## src/rtl/tmr16_pkg.sv

```systemverilog
package tmr16_pkg;
  localparam int DATA_W  = 8;
  localparam int SEL_W   = 2;
  localparam int ADDR_W  = 2;

  localparam logic [ADDR_W-1:0] A_CNT_LO = 2'd0;
  localparam logic [ADDR_W-1:0] A_CNT_HI = 2'd1;
  localparam logic [ADDR_W-1:0] A_CTRL   = 2'd2;
  localparam logic [ADDR_W-1:0] A_STAT   = 2'd3;

  typedef struct packed {
    logic [SEL_W-1:0] div_sel;
    logic             osc_en;
    logic             no_sync;
    logic             src_ext;
    logic             run;
  } ctrl_t;
endpackage

```

## src/rtl/tmr16_edge.sv

```systemverilog
module tmr16_edge (
  input  logic clk,
  input  logic rst_n,
  input  logic core_run,
  input  logic bypass,
  input  logic ext_in,
  output logic pulse
);
  logic [2:0] sq;
  logic       a_prev;

  always_ff @(posedge clk or negedge rst_n) begin
    if (!rst_n) begin
      sq <= '0;
    end else if (core_run) begin
      sq <= {sq[1:0], ext_in};
    end
  end

  always_ff @(posedge clk or negedge rst_n) begin
    if (!rst_n) a_prev <= 1'b0;
    else        a_prev <= ext_in;
  end

  always_comb begin
    if (bypass) pulse = ext_in & ~a_prev;
    else        pulse = core_run & sq[1] & ~sq[2];
  end


  sync_freeze_chk: assert property (@(posedge clk) disable iff (!rst_n)
    !core_run |=> $stable(sq));


  bypass_edge_chk: assert property (@(posedge clk) disable iff (!rst_n)
    (bypass && pulse) |=> a_prev);
endmodule

```

## src/rtl/tmr16_presc.sv

```systemverilog
module tmr16_presc #(
  parameter int SEL_W = 2
) (
  input  logic             clk,
  input  logic             rst_n,
  input  logic             clr,
  input  logic [SEL_W-1:0] sel,
  input  logic             pulse_in,
  output logic             tick_out
);
  localparam int PW = (1 << SEL_W) - 1;

  logic [PW-1:0] pre;
  logic [PW-1:0] mask;

  always_comb begin
    for (int i = 0; i < PW; i++) begin
      mask[i] = (i < int'(sel));
    end
  end

  assign tick_out = pulse_in & ((pre & mask) == mask);

  always_ff @(posedge clk or negedge rst_n) begin
    if (!rst_n)        pre <= '0;
    else if (clr)      pre <= '0;
    else if (pulse_in) pre <= pre + 1'b1;
  end


  presc_clear_chk: assert property (@(posedge clk) disable iff (!rst_n)
    clr |=> (pre == '0));
endmodule

```

## src/rtl/tmr16_count.sv

```systemverilog
module tmr16_count #(
  parameter int DW = 8
) (
  input  logic          clk,
  input  logic          rst_n,
  input  logic          wr_lo,
  input  logic          wr_hi,
  input  logic [DW-1:0] wdata,
  input  logic          inc,
  output logic [2*DW-1:0] cnt,
  output logic          wrap
);
  localparam int W = 2 * DW;

  logic wr_any;
  assign wr_any = wr_lo | wr_hi;
  assign wrap   = inc & ~wr_any & (&cnt);

  always_ff @(posedge clk or negedge rst_n) begin
    if (!rst_n) begin
      cnt <= '0;
    end else if (wr_any) begin
      if (wr_lo) cnt[DW-1:0] <= wdata;
      if (wr_hi) cnt[W-1:DW] <= wdata;
    end else if (inc) begin
      cnt <= cnt + 1'b1;
    end
  end


  cnt_wrap_chk: assert property (@(posedge clk) disable iff (!rst_n)
    wrap |=> (cnt == '0));


  wr_lo_win_chk: assert property (@(posedge clk) disable iff (!rst_n)
    (wr_lo && !wr_hi) |=> (cnt[DW-1:0] == $past(wdata)) && (cnt[W-1:DW] == $past(cnt[W-1:DW])));
endmodule

```

## src/rtl/tmr16_unit.sv

```systemverilog
module tmr16_unit
  import tmr16_pkg::*;
(
  input  logic              clk,
  input  logic              rst_n,
  input  logic              bus_we,
  input  logic [ADDR_W-1:0] bus_addr,
  input  logic [DATA_W-1:0] bus_wdata,
  output logic [DATA_W-1:0] bus_rdata,
  input  logic              inst_tick,
  input  logic              ext_clk,
  input  logic              sleeping,
  input  logic              periph_ie,
  input  logic              glb_ie,
  input  logic [1:0]        pin_dir_in,
  input  logic [1:0]        pin_dat_in,
  output logic [1:0]        pin_dir_rd,
  output logic [1:0]        pin_dat_rd,
  output logic              irq,
  output logic              wake
);
  localparam int CTRL_W = $bits(ctrl_t);

  ctrl_t              ctrl;
  logic               tmr_ie;
  logic               ovf_flag;
  logic [2*DATA_W-1:0] cnt;
  logic               wr_lo, wr_hi, wr_ctrl, wr_stat;
  logic               ext_pulse, src_pulse, pre_tick, wrap;

  assign wr_lo   = bus_we && (bus_addr == A_CNT_LO);
  assign wr_hi   = bus_we && (bus_addr == A_CNT_HI);
  assign wr_ctrl = bus_we && (bus_addr == A_CTRL);
  assign wr_stat = bus_we && (bus_addr == A_STAT);

  tmr16_edge u_edge (
    .clk      (clk),
    .rst_n    (rst_n),
    .core_run (~sleeping),
    .bypass   (ctrl.no_sync),
    .ext_in   (ext_clk),
    .pulse    (ext_pulse)
  );

  assign src_pulse = ctrl.run & (ctrl.src_ext ? ext_pulse : (inst_tick & ~sleeping));

  tmr16_presc #(.SEL_W(SEL_W)) u_presc (
    .clk      (clk),
    .rst_n    (rst_n),
    .clr      (wr_lo | wr_hi),
    .sel      (ctrl.div_sel),
    .pulse_in (src_pulse),
    .tick_out (pre_tick)
  );

  tmr16_count #(.DW(DATA_W)) u_count (
    .clk   (clk),
    .rst_n (rst_n),
    .wr_lo (wr_lo),
    .wr_hi (wr_hi),
    .wdata (bus_wdata),
    .inc   (pre_tick),
    .cnt   (cnt),
    .wrap  (wrap)
  );

  always_ff @(posedge clk or negedge rst_n) begin
    if (!rst_n) begin
      ctrl <= '0;
    end else if (wr_ctrl) begin
      ctrl <= ctrl_t'(bus_wdata[CTRL_W-1:0]);
    end
  end

  always_ff @(posedge clk or negedge rst_n) begin
    if (!rst_n) begin
      tmr_ie   <= 1'b0;
      ovf_flag <= 1'b0;
    end else begin
      if (wr_stat) tmr_ie <= bus_wdata[1];
      if (wrap)         ovf_flag <= 1'b1;
      else if (wr_stat) ovf_flag <= bus_wdata[0];
    end
  end

  always_comb begin
    unique case (bus_addr)
      A_CNT_LO: bus_rdata = cnt[DATA_W-1:0];
      A_CNT_HI: bus_rdata = cnt[2*DATA_W-1:DATA_W];
      A_CTRL:   bus_rdata = DATA_W'(ctrl);
      default:  bus_rdata = {{(DATA_W-2){1'b0}}, tmr_ie, ovf_flag};
    endcase
  end

  assign pin_dir_rd = ctrl.osc_en ? 2'b11 : pin_dir_in;
  assign pin_dat_rd = ctrl.osc_en ? 2'b00 : pin_dat_in;

  assign irq  = ovf_flag & tmr_ie & periph_ie & glb_ie;
  assign wake = sleeping & ovf_flag & ctrl.run & tmr_ie & periph_ie;


  flag_hold_chk: assert property (@(posedge clk) disable iff (!rst_n)
    (ovf_flag && !wr_stat) |=> ovf_flag);


  flag_win_chk: assert property (@(posedge clk) disable iff (!rst_n)
    wrap |=> ovf_flag);


  idle_hold_chk: assert property (@(posedge clk) disable iff (!rst_n)
    (!ctrl.run && !wr_lo && !wr_hi) |=> $stable(cnt));
endmodule

```

## config.mk

```make
export PLATFORM = sky130hd
export DESIGN_NAME = tmr16_unit
export DESIGN_NICKNAME = d
export VERILOG_FILES = /design/src/rtl/tmr16_pkg.sv /design/src/rtl/tmr16_edge.sv /design/src/rtl/tmr16_presc.sv /design/src/rtl/tmr16_count.sv /design/src/rtl/tmr16_unit.sv
export SDC_FILE = /design/constraint.sdc
export NUM_CORES = 1
export LEC_CHECK = 0
export ABC_CLOCK_PERIOD_IN_PS = 2700
export CORE_ASPECT_RATIO = 1.2
export CORE_MARGIN = 3
export CORE_UTILIZATION = 52
export DETAILED_ROUTE_END_ITERATION = 12
export PLACE_DENSITY = 0.75
export SYNTH_ARGS = -nofsm -noshare
export SYNTH_HDL_FRONTEND = slang
export SYNTH_HIERARCHICAL = 1
export SYNTH_SLANG_ARGS = --single-unit
```

## constraint.sdc

```tcl
create_clock -name clk -period 2.7 [get_ports clk]
set_input_delay 0.27 -clock clk [delete_from_list [all_inputs] [get_ports clk]]
set_output_delay 0.27 -clock clk [all_outputs]
set_load 0.02 [all_outputs]
```

# Word level (Yosys, flattened, before mapping)
# Cells that the tools add are included.
[classes] muxes=13 eq_ne=6 magnitude_cmp=3 add_sub_neg=2 reduce_logical=11 bitwise=21
[ops] operator="$mux 16" n=2
[ops] operator="$pmux 8 s3" n=1
[ops] operator="$add 16x1->16 const B" n=1
[ops] operator="$mux 8" n=2
[ops] operator="$reduce_and 16->1" n=1
[ops] operator="$and 1x1->1" n=15
[ops] operator="$mux 3" n=2
[ops] operator="$reduce_bool 2->1" n=3
[ops] operator="$eq 2x2->1 const B" n=2
[ops] operator="$logic_and 1x1->1" n=4
[ops] operator="$lt 1x2->1 const A" n=2
[ops] operator="$mux 1" n=4
[ops] operator="$mux 2" n=2
[ops] operator="$ne 2x1->1 const B" n=2
[ops] operator="$not 1->1" n=4
[ops] operator="$reduce_and 2->1" n=2
[ops] operator="$add 3x1->3 const B" n=1
[ops] operator="$and 3x3->3" n=1
[ops] operator="$eq 3x3->1" n=1
[ops] operator="$eq 2x1->1 const B" n=1
[ops] operator="$logic_not 2->1" n=1
[ops] operator="$lt 2x2->1 const A" n=1
[ops] operator="$or 1x1->1" n=1
[word_totals] register_bits=31 in_bits=22 output_inout_bits=14 wordCells=68

# Longest topological paths before layout
# Gate-level depths: netlist of run 1.
[depth] depth_word=10 ltp_mapped=12 ltp_nobuf=11

# Cells and area by module
# The synthesis of run 1 kept the hierarchy.
[modules_own_cells] mod="tmr16_count" area_per_inst_um2=1032.2 n_inst=1 cells_per_inst=116
[modules_own_cells] mod="tmr16_unit" area_per_inst_um2=614.3 n_inst=1 cells_per_inst=53
[modules_own_cells] mod="tmr16_edge" area_per_inst_um2=155.1 n_inst=1 cells_per_inst=11
[modules_own_cells] mod="tmr16_presc" area_per_inst_um2=155.1 n_inst=1 cells_per_inst=16

# Worst setup path before layout of run 1
# No wires, ideal clock.
[synth_timing] path_type="flip-flop to flip-flop" from="reg ctrl[1] in the netlist's numbering" to="reg u_count.cnt[8]" setup_slack_ns=0.219 t_required_ns=2.617 arrival_time_ns=2.399 path_buffers=0 synth_period_minus_slack_ns=2.481 path_stages_with_launch=9 cell_sequence="dfrtp_1 -> or3b_1 -> a21boi_0 -> o21ai_0 -> a21oi_1 -> nor2b_1 -> nand4_1 -> xor2_1 -> o21ai_0"
[synth_between] elab_chain_cells=5
[synth_rtl] element="start: declaration" line="tmr16_unit.sv:24" text="ctrl_t ctrl;"
[synth_rtl] element="start signal: assignment" line="tmr16_unit.sv:71" text="ctrl <= ctrl_t'(bus_wdata[CTRL_W-1:0]);"
[synth_rtl] element="$mux 1" line="tmr16_unit.sv:45" text="assign src_pulse = ctrl.run & (ctrl.src_ext ? ext_pulse : (inst_tick & ~sleeping));"
[synth_rtl] element="$and 1x1->1" line="tmr16_unit.sv:45"
[synth_rtl] element="net src_pulse" line="tmr16_unit.sv:29" text="logic ext_pulse, src_pulse, pre_tick, wrap;"
[synth_rtl] element="$and 1x1->1" line="tmr16_presc.sv:22" text="assign tick_out = pulse_in & ((pre & mask) == mask);"
[synth_rtl] element="net pre_tick" line="tmr16_unit.sv:29"
[synth_rtl] element="$reduce_bool 2->1 (no line)"
[synth_rtl] element="$reduce_and 2->1 (no line)"
[synth_rtl] element="end signal: indexed assignment" line="tmr16_count.sv:23" text="if (wr_lo) cnt[DW-1:0] <= wdata;"
[synth_rtl] element="end signal: indexed assignment" line="tmr16_count.sv:24" text="if (wr_hi) cnt[W-1:DW] <= wdata;"
[synth_rtl] element="end signal: assignment" line="tmr16_count.sv:26" text="cnt <= cnt + 1'b1;"
[synth_rtl] element="end: declaration" line="tmr16_count.sv:10" text="output logic [2*DW-1:0] cnt,"
# The timed path passes the listed nets, and every way through them passes these cells.
# A chain may end at the register's enable or synchronous reset.

# Final worst setup path of run 1
[layout_timing] from="in sleeping" to="reg u_count.cnt[4]"
[layout_between] elab_chain_cells=9 word_cells_on_any_way=10 classes_between="2 x mux; 6 x bitwise; 2 x reduce/logical"
[layout_rtl] element="start: declaration" line="tmr16_unit.sv:12" text="input logic sleeping,"
[layout_rtl] element="$not 1->1" line="tmr16_unit.sv:39" text=".core_run (~sleeping),"
[layout_rtl] element="$and 1x1->1 (2 in series)" line="tmr16_edge.sv:27" text="else pulse = core_run & sq[1] & ~sq[2];"
[layout_rtl] element="$mux 1" line="tmr16_edge.sv:26" text="if (bypass) pulse = ext_in & ~a_prev;"
[layout_rtl] element="net ext_pulse" line="tmr16_unit.sv:29"
[layout_rtl] element="$mux 1" line="tmr16_unit.sv:45"
[layout_rtl] element="$and 1x1->1" line="tmr16_unit.sv:45"
[layout_rtl] element="net src_pulse" line="tmr16_unit.sv:29"
[layout_rtl] element="$and 1x1->1" line="tmr16_presc.sv:22"
[layout_rtl] element="net pre_tick" line="tmr16_unit.sv:29"
[layout_rtl] element="$reduce_bool 2->1 (no line)"
[layout_rtl] element="$reduce_and 2->1 (no line)"
# The timed path passes the listed nets, and every way through them passes these cells.

==> metrics.md, run 1 <==
| Metric | Value |
|---|---|
| Synth unique cells | 47 |
| Max-Cap Viols | 0 |
| GR Util All Layers | 25.2% |
| Placer Congestion | 0.954 |
| Primary FF master, synth | dfrtp_1 |
| Worst r2r src | ctrl[1] |
| WS Path Type | in -> reg |
| DR vias/cell | 5.91 |
| Final hold vios | 0 |
| Largest net degree at the start of global routing | 32 |
| Residual DRC | 0 |
| Worst-Margin Slew | a little under 0.4 ns |
| Layout fillers | about 270 |
| Sequential-to-total area share from yosys stat | 39.6% |
| Hpwl dp | 3.83 mm |
| Antenna diodes | 0 |
| Avg WL per Cell | about 17 µm |
| Worst skew pair latency | 0.28 ns |
| Status | complete, no violations |
| PnR worst setup slack | 0.376 ns |
| Htree depth | 2 |
| Avg Cell Area, Syn | 9.98 µm² |
| First-pass GRT wire length | between 8 and 9 mm |
| Routed WL | 5.06 mm |
| Final nets | 265 |
| PD cells | approximately 610 nW/µm² |
| Critical R2R Capture | u_count/cnt[4] |
| Setup TNS | 0 ns |
| Leak | about 0.0010 µW |
| Die width | 62 µm |
| Post-synth EDFFs | 0 |
| Fmax | 430 MHz |
| Relative slew slack | between 70% and 80% |
| CTS root buf | clkbuf_8 |
| Port bufs | 35 |
| Asr flop ratio synth | 100% |
| Pre-CTS WS | 0.120 ns |
| Die area | approximately 4500 µm² |
| Max VDD drop | ~0.00042 V |
| Via Count | approximately 1700 |
| Routed Antenna Nets | 0 |
| Vias in the first global route | 1694 |
| Cts repair resizes | 0 |
| Final setup fails | 0 |
| Post-synthesis instance area | between 1500 and 2000 µm² |
| Startpoint types | primary input |
| RSZ-0062 raised after global routing | no |
| Post-synth top cells | dfrtp_1, nand2_1, nor2_1, o21ai_0, mux2i_1 |
| Number of synthesis warnings | 6 |
| R2R Setup Slk | 0.46 ns |
| Initial Utilization | 56.2% |
| Synth area leaders | dfrtp_1, mux2i_1, mux2_2 |
| Die Ht | 73.2 µm |
| Cells after Synth | 196 |
| Cell with the most instances after synthesis | dfrtp_1 |
| Minimum clock period | 2.32 ns |
| Num ports | 36 |
| Initial DRC Count | 94 |
| Path depth of the worst reg2reg path | 9 |
| Synth top area share | between 30% and 40% |
| Layout cells sized above 1 | between 10% and 20% |
| Largest fanout on the critical path | 8 |
| Total Power | 1540 µW |
| Cell Rows | 23 |
| Synth Net Count | 220 |
| Hold-fix buffers, CTS | 0 |
| Synth Register Bits | 31 |
| Grt ovf | 0 |
| Core Footprint | 3480 µm² |
| Max Slew Vio Count | 0 |
| Min-delay worst type | in -> async |
| DR pass1 iterations | 4 |
| Tcrit/Tclk final | between 80% and 90% |
| Max clock buf depth | 2 |
| Crit. End Element | flip-flop |
| CTS tree | done |
| Area Growth Syn to Fin | 28.6% |
| Req. time, crit path | approximately 2.9 ns |
| Clk slew on worst S/H paths | 0.07 ns |
| Clock sink count | 31 |
| Arrival @ worst endpoint | 2.53 ns |
| Setup bufs post-CTS | 0 |
| Clk_skew | around 0.0045 ns |
| Largest area contributor in the netlist | dfrtp_1 |
| Initial antenna violation count | 0 |
| TritonCTS Buffers | 5 |
[flip-flops by register name (all words and copies together), names as in the netlist]
signal / flops
u_edge/sq: 3
ovf_flag: 1
u_edge/a_prev: 1
u_presc/pre: 3
tmr_ie: 1
u_count/cnt: 16
ctrl: 6
[worst max-delay path, stage by stage]
cell and delay (ns):
clkdlybuf4s50_1 0.44, inv_1 0.13, nand2_1 0.09, o31ai_2 0.17, nand2_1 0.07, a21boi_0 0.20, o21ai_0 0.13, a21oi_1 0.23
nor2b_1 0.17, buf_4 0.17, nand4_1 0.13, xor2_1 0.17, o21ai_0 0.14
[cells in the final DEF (no fill, tap or decap), drive strengths merged, types with 2 or more instances in the layout]
cell type      count
or2                3
mux2               9
o31ai              2
ha                 2
mux2i             10
clkbuf             6
nor4               2
a22oi              3
nand3             10
nand3b             2
nand2             23
a311oi             2
and2b              2
mux4               2
xor2               8
inv                6
o22ai              3
and2               4
o2bb2ai            4
nand4              8
and3               4
a21oi              5
nor2              13
xnor2              2
buf               11
dfrtp             31
o21ai             13
and4               2
clkdlybuf4s50     35
nor2b              5
[per-layer routing]
layer	wire length, µm	GRT usage [%]
met5	0	0
met4	174	12.0
met3	365	7.26
met2	2560	40.3
met1	1960	30.3
[per-stage QoR]
stage	cells	cell area, µm²	util, %	hold slack, ns
final	292	2520	72.3	0.384
after global routing	292	2520	72.3	0.413
after CTS	292	2520	72.3	0.401
after detailed placement	284	2400	68.9	0.510
after global placement	284	2400	68.9	0.495
after floorplan	196	1960	-	-0.0256
[report_power, final]
part | internal [µW] | switching, µW | leakage, µW
clock | 298 | 170 | 0.0000612
combinational | 214 | 194 | 0.000602
sequential | 546 | 113 | 0.000369
[logic make-up after synthesis]
group                    count (synthesis)  share of synthesized area (%)
AO/OA/AOI/OAI                           37                           13.0
buffers and inverters                   14                           3.84
flip-flops                              31                           39.6
adder cells (fa/ha/maj)                  2                           1.28
XOR/XNOR                                10                           4.48
multiplexers                            21                           13.2
AND/OR/NAND/NOR                         81                           24.6
[how the worst max path moves through the flow]
stage	startpoint	to	slack [ns]	depth (start not counted)
floorplan	ctrl[1]	u_count/cnt[8]	0.22	8
global route	sleeping	u_count/cnt[7]	0.13	13
detailed placement	sleeping	u_count/cnt[4]	0.12	13
CTS	sleeping	u_count/cnt[4]	0.39	13
global placement	sleeping	u_count/cnt[8]	0.18	13
finish	sleeping	u_count/cnt[4]	0.38	13
[final cells by class]
cell class | count | area (µm²) | share of cell area [%]
clock buffers | 6 | 82.6 | 3.28
clock inverters | 2 | 35.0 | 1.39
inverters | 6 | 22.5 | 0.895
multi-input cells | 151 | 1110 | 43.9
flip-flops and latches | 31 | 776 | 30.8
well taps | 50 | 62.6 | 2.49
repair buffers | 46 | 433 | 17.2
Note: power is estimated with default switching activity, not from simulation.
==> inputs of run 2 (changes only) <==
- CORE_ASPECT_RATIO: 1.2 -> default
- PLACE_DENSITY: 0.75 -> 0.76
- SYNTH_HIERARCHICAL: 1 -> default
==> run 2 against run 1 <==
  * Total power is 2.5% higher
  * Non-clock buffer count up 1
  * Critical endpoint is now u_count.cnt[8]
  * Setup slack worse by 0.051 ns
  * Utilization decreased by 1.2 points
  * Global-route usage is 0.96 points higher
  * Critical path depth fell by 7
  * Flip-flop and latch count is the same
  * Combinational power rose by 31%
  * Register-to-register slack got worse by 0.14 ns
  * Routed wire length grew 1.1%
==> metrics.md, run 2 <==
| Metric | Value |
|---|---|
| CTS root buf | clkbuf_8 |
| Vias in the first global route | 1813 |
| Cell with the most instances after synthesis | dfrtp_1 |
| Minimum clock period | 2.38 ns |
| Hpwl dp | 3.92 mm |
| CTS tree | done |
| Area share of fa/ha/maj cells after synthesis | 1.30% |
| Die Ht | 66.8 µm |
| Final nets | 276 |
| Initial antenna violation count | 0 |
| Clk slew on worst S/H paths | 0.06 ns |
| Synth area leaders | dfrtp_1, mux2_2, mux2i_1 |
| Synth Net Count | between 200 and 250 |
| Sequential-to-total area share from yosys stat | between 40% and 50% |
| Largest net degree at the start of global routing | 32 |
| TritonCTS Buffers | 5 |
| Largest registers | u_count.cnt x16, ctrl x6 |
| Non-filler instance count after layout | 299 |
| Synth Area in XOR/XNOR | 0.913% |
| WS Path Type | reg -> reg |
| Startpoint types | flip-flop |
| Metal2 WL | 2.50 mm |
| RSZ-0062 raised after global routing | no |
| Layout fillers | 264 |
| Min-delay worst type | in -> async |
| Synth unique cells | between 50 and 60 |
| Avg WL per Cell | 17.1 µm |
| CP max stage cell | or4_1 |
| GR Util All Layers | 26.2% |
| Worst skew pair latency | 0.28 ns |
| Asr flop ratio synth | 100% |
| Max-Cap Viols | 0 |
| Sum of buffers and inverters on the critical path | 1 |
| Crit. End Element | flip-flop |
| Max Slew Vio Count | 0 |
| Synth Register Bits | 31 |
| Max VDD drop | 0.000554 V |
| Cell Rows | 21 |
| Post-synthesis instance area | between 1500 and 2000 µm² |
| Initial DRC Count | approximately 120 |
| Commonest non-fill, non-tap cell in the layout | clkdlybuf4s50_1 |
| Setup TNS | 0 ns |
| Die width | ~67 µm |
| Complex-gate fraction of the synthesized area | 17.4% |
| Avg Cell Area, Syn | between 9 and 10 µm² |
| Arrival @ worst endpoint | ~2.5 ns |
| Req. time, crit path | ~2.9 ns |
| Worst setup startpoint | ctrl[2] |
| First-pass GRT wire length | 8.76 mm |
| Fmax | 421 MHz |
| Die area | 4460 µm² |
| Worst r2r src | ctrl[2] |
| Tcrit/Tclk final | 88.0% |
| Most frequent cells in the layout | clkdlybuf4s50_1, dfrtp_1, nor2_1 |
| Placer Congestion | 0.978 |
| R2R Setup Slk | 0.32 ns |
| Initial Utilization | 55.8% |
| Final hold vios | 0 |
| Cells after Synth | 208 |
| Relative slew slack | 53.9% |
| Cells after DPL | ~290 |
| Status | complete, no violations |
| Port bufs | 35 |
| Clk_skew | 0.00401 ns |
| Post-synth top cells | dfrtp_1, nor2_1, nand2_1, o21ai_0, mux2_2 |
| DRT met1 WL | 2.22 mm |
| Grt ovf | 0 |
| Post-synthesis mux area share | 11.8% |
| Routed WL | 5.12 mm |
| Biggest register | u_count.cnt |
| Max layer used | met4 |
| Residual DRC | 0 |
| Worst-Margin Slew | approximately 0.69 ns |
| DR vias/cell | 6.25 |
| Area Growth Syn to Fin | 27.6% |
| Htree depth | 2 |
| Synth top area share | 40.4% |
| Largest area contributor in the netlist | dfrtp_1 |
| Layout cells sized above 1 | 13.0% |
| Post-synth EDFFs | 0 |
| Antenna diodes | 0 |
| Hold-fix buffers, CTS | 0 |
| Final hold slack | 0.389 ns |
| Number of synthesis warnings | 0 |
| Leak | 0.000995 µW |
| Clock sink count | 31 |
| Setup bufs post-CTS | 0 |
| Max clock buf depth | 2 |
| CP max stage delay | 0.63 ns |
| Largest fanout on the critical path | 5 |
| Core Footprint | 3440 µm² |
| Routed wl met3 | between 300 and 400 µm |
| Primary FF master, synth | dfrtp_1 |
| Simple-Gate Fraction of Synth Area | 24.8% |
| Path depth of the worst reg2reg path | 6 |
| Via Count | approximately 1900 |
| CP cell instances | or4b_1, and3_1, or4_1, buf_4, nor3_1, o21ai_0 |
| Final setup fails | 0 |
| DR pass1 iterations | 5 |
| Largest register FFs | 16 |
| Largest family of logic cells by synthesized area | simple AND/OR/NAND/NOR gates |
| Crit path max-delay family | simple AND/OR/NAND/NOR gates |
| PD cells | 642 nW/µm² |
| Num ports | 36 |
| Routed Antenna Nets | 0 |
| Cts repair resizes | 0 |
| Critical R2R Capture | u_count.cnt[8] |
run 2: report_power, final:
part	switching [µW]	internal [µW]	leakage, µW
sequential	129	565	0.000367
combinational	270	264	0.000586
clock	165	180	0.0000422
run 2: area by class of cell:
cell class	count	area (µm²)	area share [%]
Multi-Input combinational cell	163	1080	44.0
Inverter	4	15.0	0.613
Sequential cell	31	776	31.7
Tap cell	46	57.6	2.35
Clock inverter	1	5.00	0.204
Clock buffer	7	76.3	3.12
Timing Repair Buffer	47	440	18.0
run 2: metal layers:
metal	vias up	GRT usage, %
li1	868	-
met1	904	35.1
met2	94	41.8
met3	4	7.59
met4	0	5.84
met5	-	0
run 2: logic make-up after synthesis:
| group | count (synthesis) |
|---|---|
| simple gates | 92 |
| buf+inv | 14 |
| mux | 19 |
| flops | 31 |
| fa+ha+maj | 2 |
| compound gates | 48 |
| xor+xnor | 2 |
run 2: through the flow:
stage | power (µW) | utilization [%] | worst slack (ns) | cell area [µm²]
2_1_floorplan | 1010 | - | 0.360 | 1920
3_3_place_gp | 1210 | 68.8 | 0.126 | 2370
3_5_place_dp | 1230 | 68.8 | 0.0731 | 2370
4_1_cts | 1580 | 71.1 | 0.335 | 2450
5_1_grt | 1680 | 71.1 | 0.175 | 2450
6_report | 1570 | 71.1 | 0.325 | 2450
run 2: worst max-delay path by stage:
stage / slack (ns) / cells past startpoint / to
after detailed placement: 0.07 / 7 / u_count.cnt[8]
after global routing: 0.18 / 5 / bus_rdata[4]
final: 0.32 / 6 / u_count.cnt[8]
after floorplan: 0.36 / 7 / u_count.cnt[12]
after CTS: 0.34 / 6 / u_count.cnt[8]
after global placement: 0.13 / 7 / u_count.cnt[8]
run 2: worst reg2reg max path, stage by stage, from the launching register on:
cell and delay (ns):
dfrtp_1 0.40, or4b_1 0.54, and3_1 0.19, or4_1 0.63
buf_4 0.21, nor3_1 0.17, o21ai_0 0.11
==> inputs of run 3 (changes only) <==
--- a/config.mk
+++ b/config.mk
@@ -11,4 +11,5 @@
 export DETAILED_ROUTE_END_ITERATION = 12
 export PLACE_DENSITY = 0.76
+export SETUP_SLACK_MARGIN = 0.2
 export SYNTH_ARGS = -nofsm -noshare
 export SYNTH_HDL_FRONTEND = slang
==> constraint.sdc (replaced) <==
create_clock -name clk -period 2.7 [get_ports clk]
set_input_delay 0.27 -clock clk [delete_from_list [all_inputs] [get_ports clk]]
set_output_delay 0.27 -clock clk [all_outputs]
set_load 0.01 [all_outputs]
==> run 3 against run 2 <==
  * Die area unchanged
  * Routed wire length up 4.5%
  * First-iteration DRC count up 31%
  * Combinational power down 2%
  * Fmax down 2.0%
  * Non-clock buffer count unchanged
  * Hold slack worse by 0.0023 ns
  * Critical path type unchanged
==> metrics.md, run 3 (synthesis results as in run 2) <==
| Metric | Value |
|---|---|
| Max-Cap Viols | 0 |
| Largest fanout on the critical path | 5 |
| Die area | 4460 µm² |
| Routed Antenna Nets | 0 |
| Largest registers | u_count.cnt x16, ctrl x6 |
| Clock sink count | 31 |
| Largest net degree at the start of global routing | 32 |
| Final hold slack | 0.386 ns |
| TritonCTS Buffers | 5 |
| Htree depth | 2 |
| PD cells | 635 nW/µm² |
| Most frequent cells in the layout | clkdlybuf4s50_1, dfrtp_1, nor2_1 |
| Final setup fails | 0 |
| Minimum clock period | around 2.4 ns |
| Pre-CTS WS | about 0.053 ns |
| PnR worst setup slack | 0.277 ns |
| Area after DPL | 2370 µm² |
| Min-delay worst type | in -> async |
| Num ports | 36 |
| Hpwl dp | 4.14 mm |
| Initial antenna violation count | 0 |
| Setup bufs post-CTS | 0 |
| Port bufs | 35 |
| Antenna diodes | 0 |
| Worst-Margin Slew | about 0.73 ns |
| Area Growth Syn to Fin | 27.1% |
| Commonest non-fill, non-tap cell in the layout | clkdlybuf4s50_1 |
| Switch Pwr | 546 µW |
| Avg WL per Cell | 18.0 µm |
| RSZ-0062 raised after global routing | no |
| Relative slew slack | 50.9% |
| CTS tree | done |
| Grt ovf | 0 |
| Largest register FFs | 16 |
| Clk_skew | 0.00390 ns |
| Initial Utilization | 55.8% |
| Combinational Power Share | between 30% and 40% |
| Residual DRC | 0 |
| Leak | 0.000990 µW |
| Internal | 1000 µW |
| Max clock buf depth | 2 |
| Cts repair resizes | 0 |
| Sequential share of power | approximately 45% |
| WS Path Type | reg -> reg |
| Max Slew Vio Count | 0 |
| First-pass GRT wire length | 8.88 mm |
| Final nets | 276 |
| Core Footprint | 3440 µm² |
| Crit. End Element | flip-flop |
| Setup TNS | 0 ns |
| Final Util | between 70 and 80% |
| Req. time, crit path | 2.86 ns |
| Cell Rows | 21 |
| Clk slew on worst S/H paths | 0.06 ns |
| Layout cells sized above 1 | 12.7% |
| Tcrit/Tclk final | between 80% and 90% |
| CTS root buf | clkbuf_8 |
| GR Util All Layers | 27.0% |
| Hold-fix buffers, CTS | 0 |
| Arrival @ worst endpoint | 2.58 ns |
| Die width | 66.8 µm |
| Initial DRC Count | 162 |
| Max VDD drop | roughly 0.00038 V |
| Biggest register | u_count.cnt |
| Placer Congestion | 0.943 |
| Via Count | 1852 |
| Routed WL | 5.35 mm |
| DR vias/cell | a little over 6 |
| Sw frac | 35.3% |
| Fmax | between 400 and 500 MHz |
| Clk network pwr share | about a fifth |
| Die Ht | between 60 and 70 µm |
| Worst skew pair latency | 0.28 ns |
| Vias in the first global route | 1788 |
| Status | complete, no violations |
| DR pass1 iterations | 5 |
| Final hold vios | 0 |
| Final non-filler cell area | ~2400 µm² |
| Startpoint types | flip-flop |
run 3: layout make-up:
type	instances	area [µm²]
clock buffers	6	72.6
fillers	282	1000
well taps	46	57.6
multi-input cells	163	1080
repair buffers	47	440
flip-flops and latches	31	776
inverters	4	15.0
run 3: power by group through the flow:
stage | logic, µW | clock network (µW) | registers [µW]
2_1_floorplan | 328 | 0 | 656
3_3_place_gp | 495 | 0 | 689
3_5_place_dp | 521 | 0 | 698
4_1_cts | 522 | 339 | 690
5_1_grt | 574 | 358 | 712
6_report | 524 | 332 | 693
run 3: metal layers:
metal	part of all wire, %	up-vias	wire (µm)	track usage (%)
met5	0	-	0	0
met4	1.3	0	68	9.14
met3	7.7	8	414	6.75
met2	50	87	2670	44.4
met1	41	887	2190	34.3
li1	-	870	-	-
run 3: path summary, 6_finish.rpt:
kind | start | end | slack, ns | depth (start not counted)
setup / recovery | ctrl[2] | u_count.cnt[8] | 0.28 | 6
hold / removal | rst_n | u_presc.pre[0] | 0.39 | 2
setup reg to reg | ctrl[2] | u_count.cnt[8] | 0.28 | 6
hold reg to reg | u_count.cnt[14] | u_count.cnt[14] | 0.51 | 1
max in group asynchronous | rst_n | u_count.cnt[8] | 2.03 | 2
min in group clk | ext_clk | u_edge.a_prev | 0.48 | 1
run 3: per-stage QoR:
step | std cells | power, µW
2_1_floorplan | 208 | 984
3_3_place_gp | 291 | 1180
3_5_place_dp | 291 | 1220
4_1_cts | 297 | 1550
5_1_grt | 297 | 1640
6_report | 297 | 1550
run 3: critical path: stages, from the launching register on:
cell,delay [ns]
dfrtp_1,0.41
or4b_1,0.53
and3_1,0.20
or4_1,0.66
buf_4,0.22
nor3_1,0.17
o21ai_0,0.11
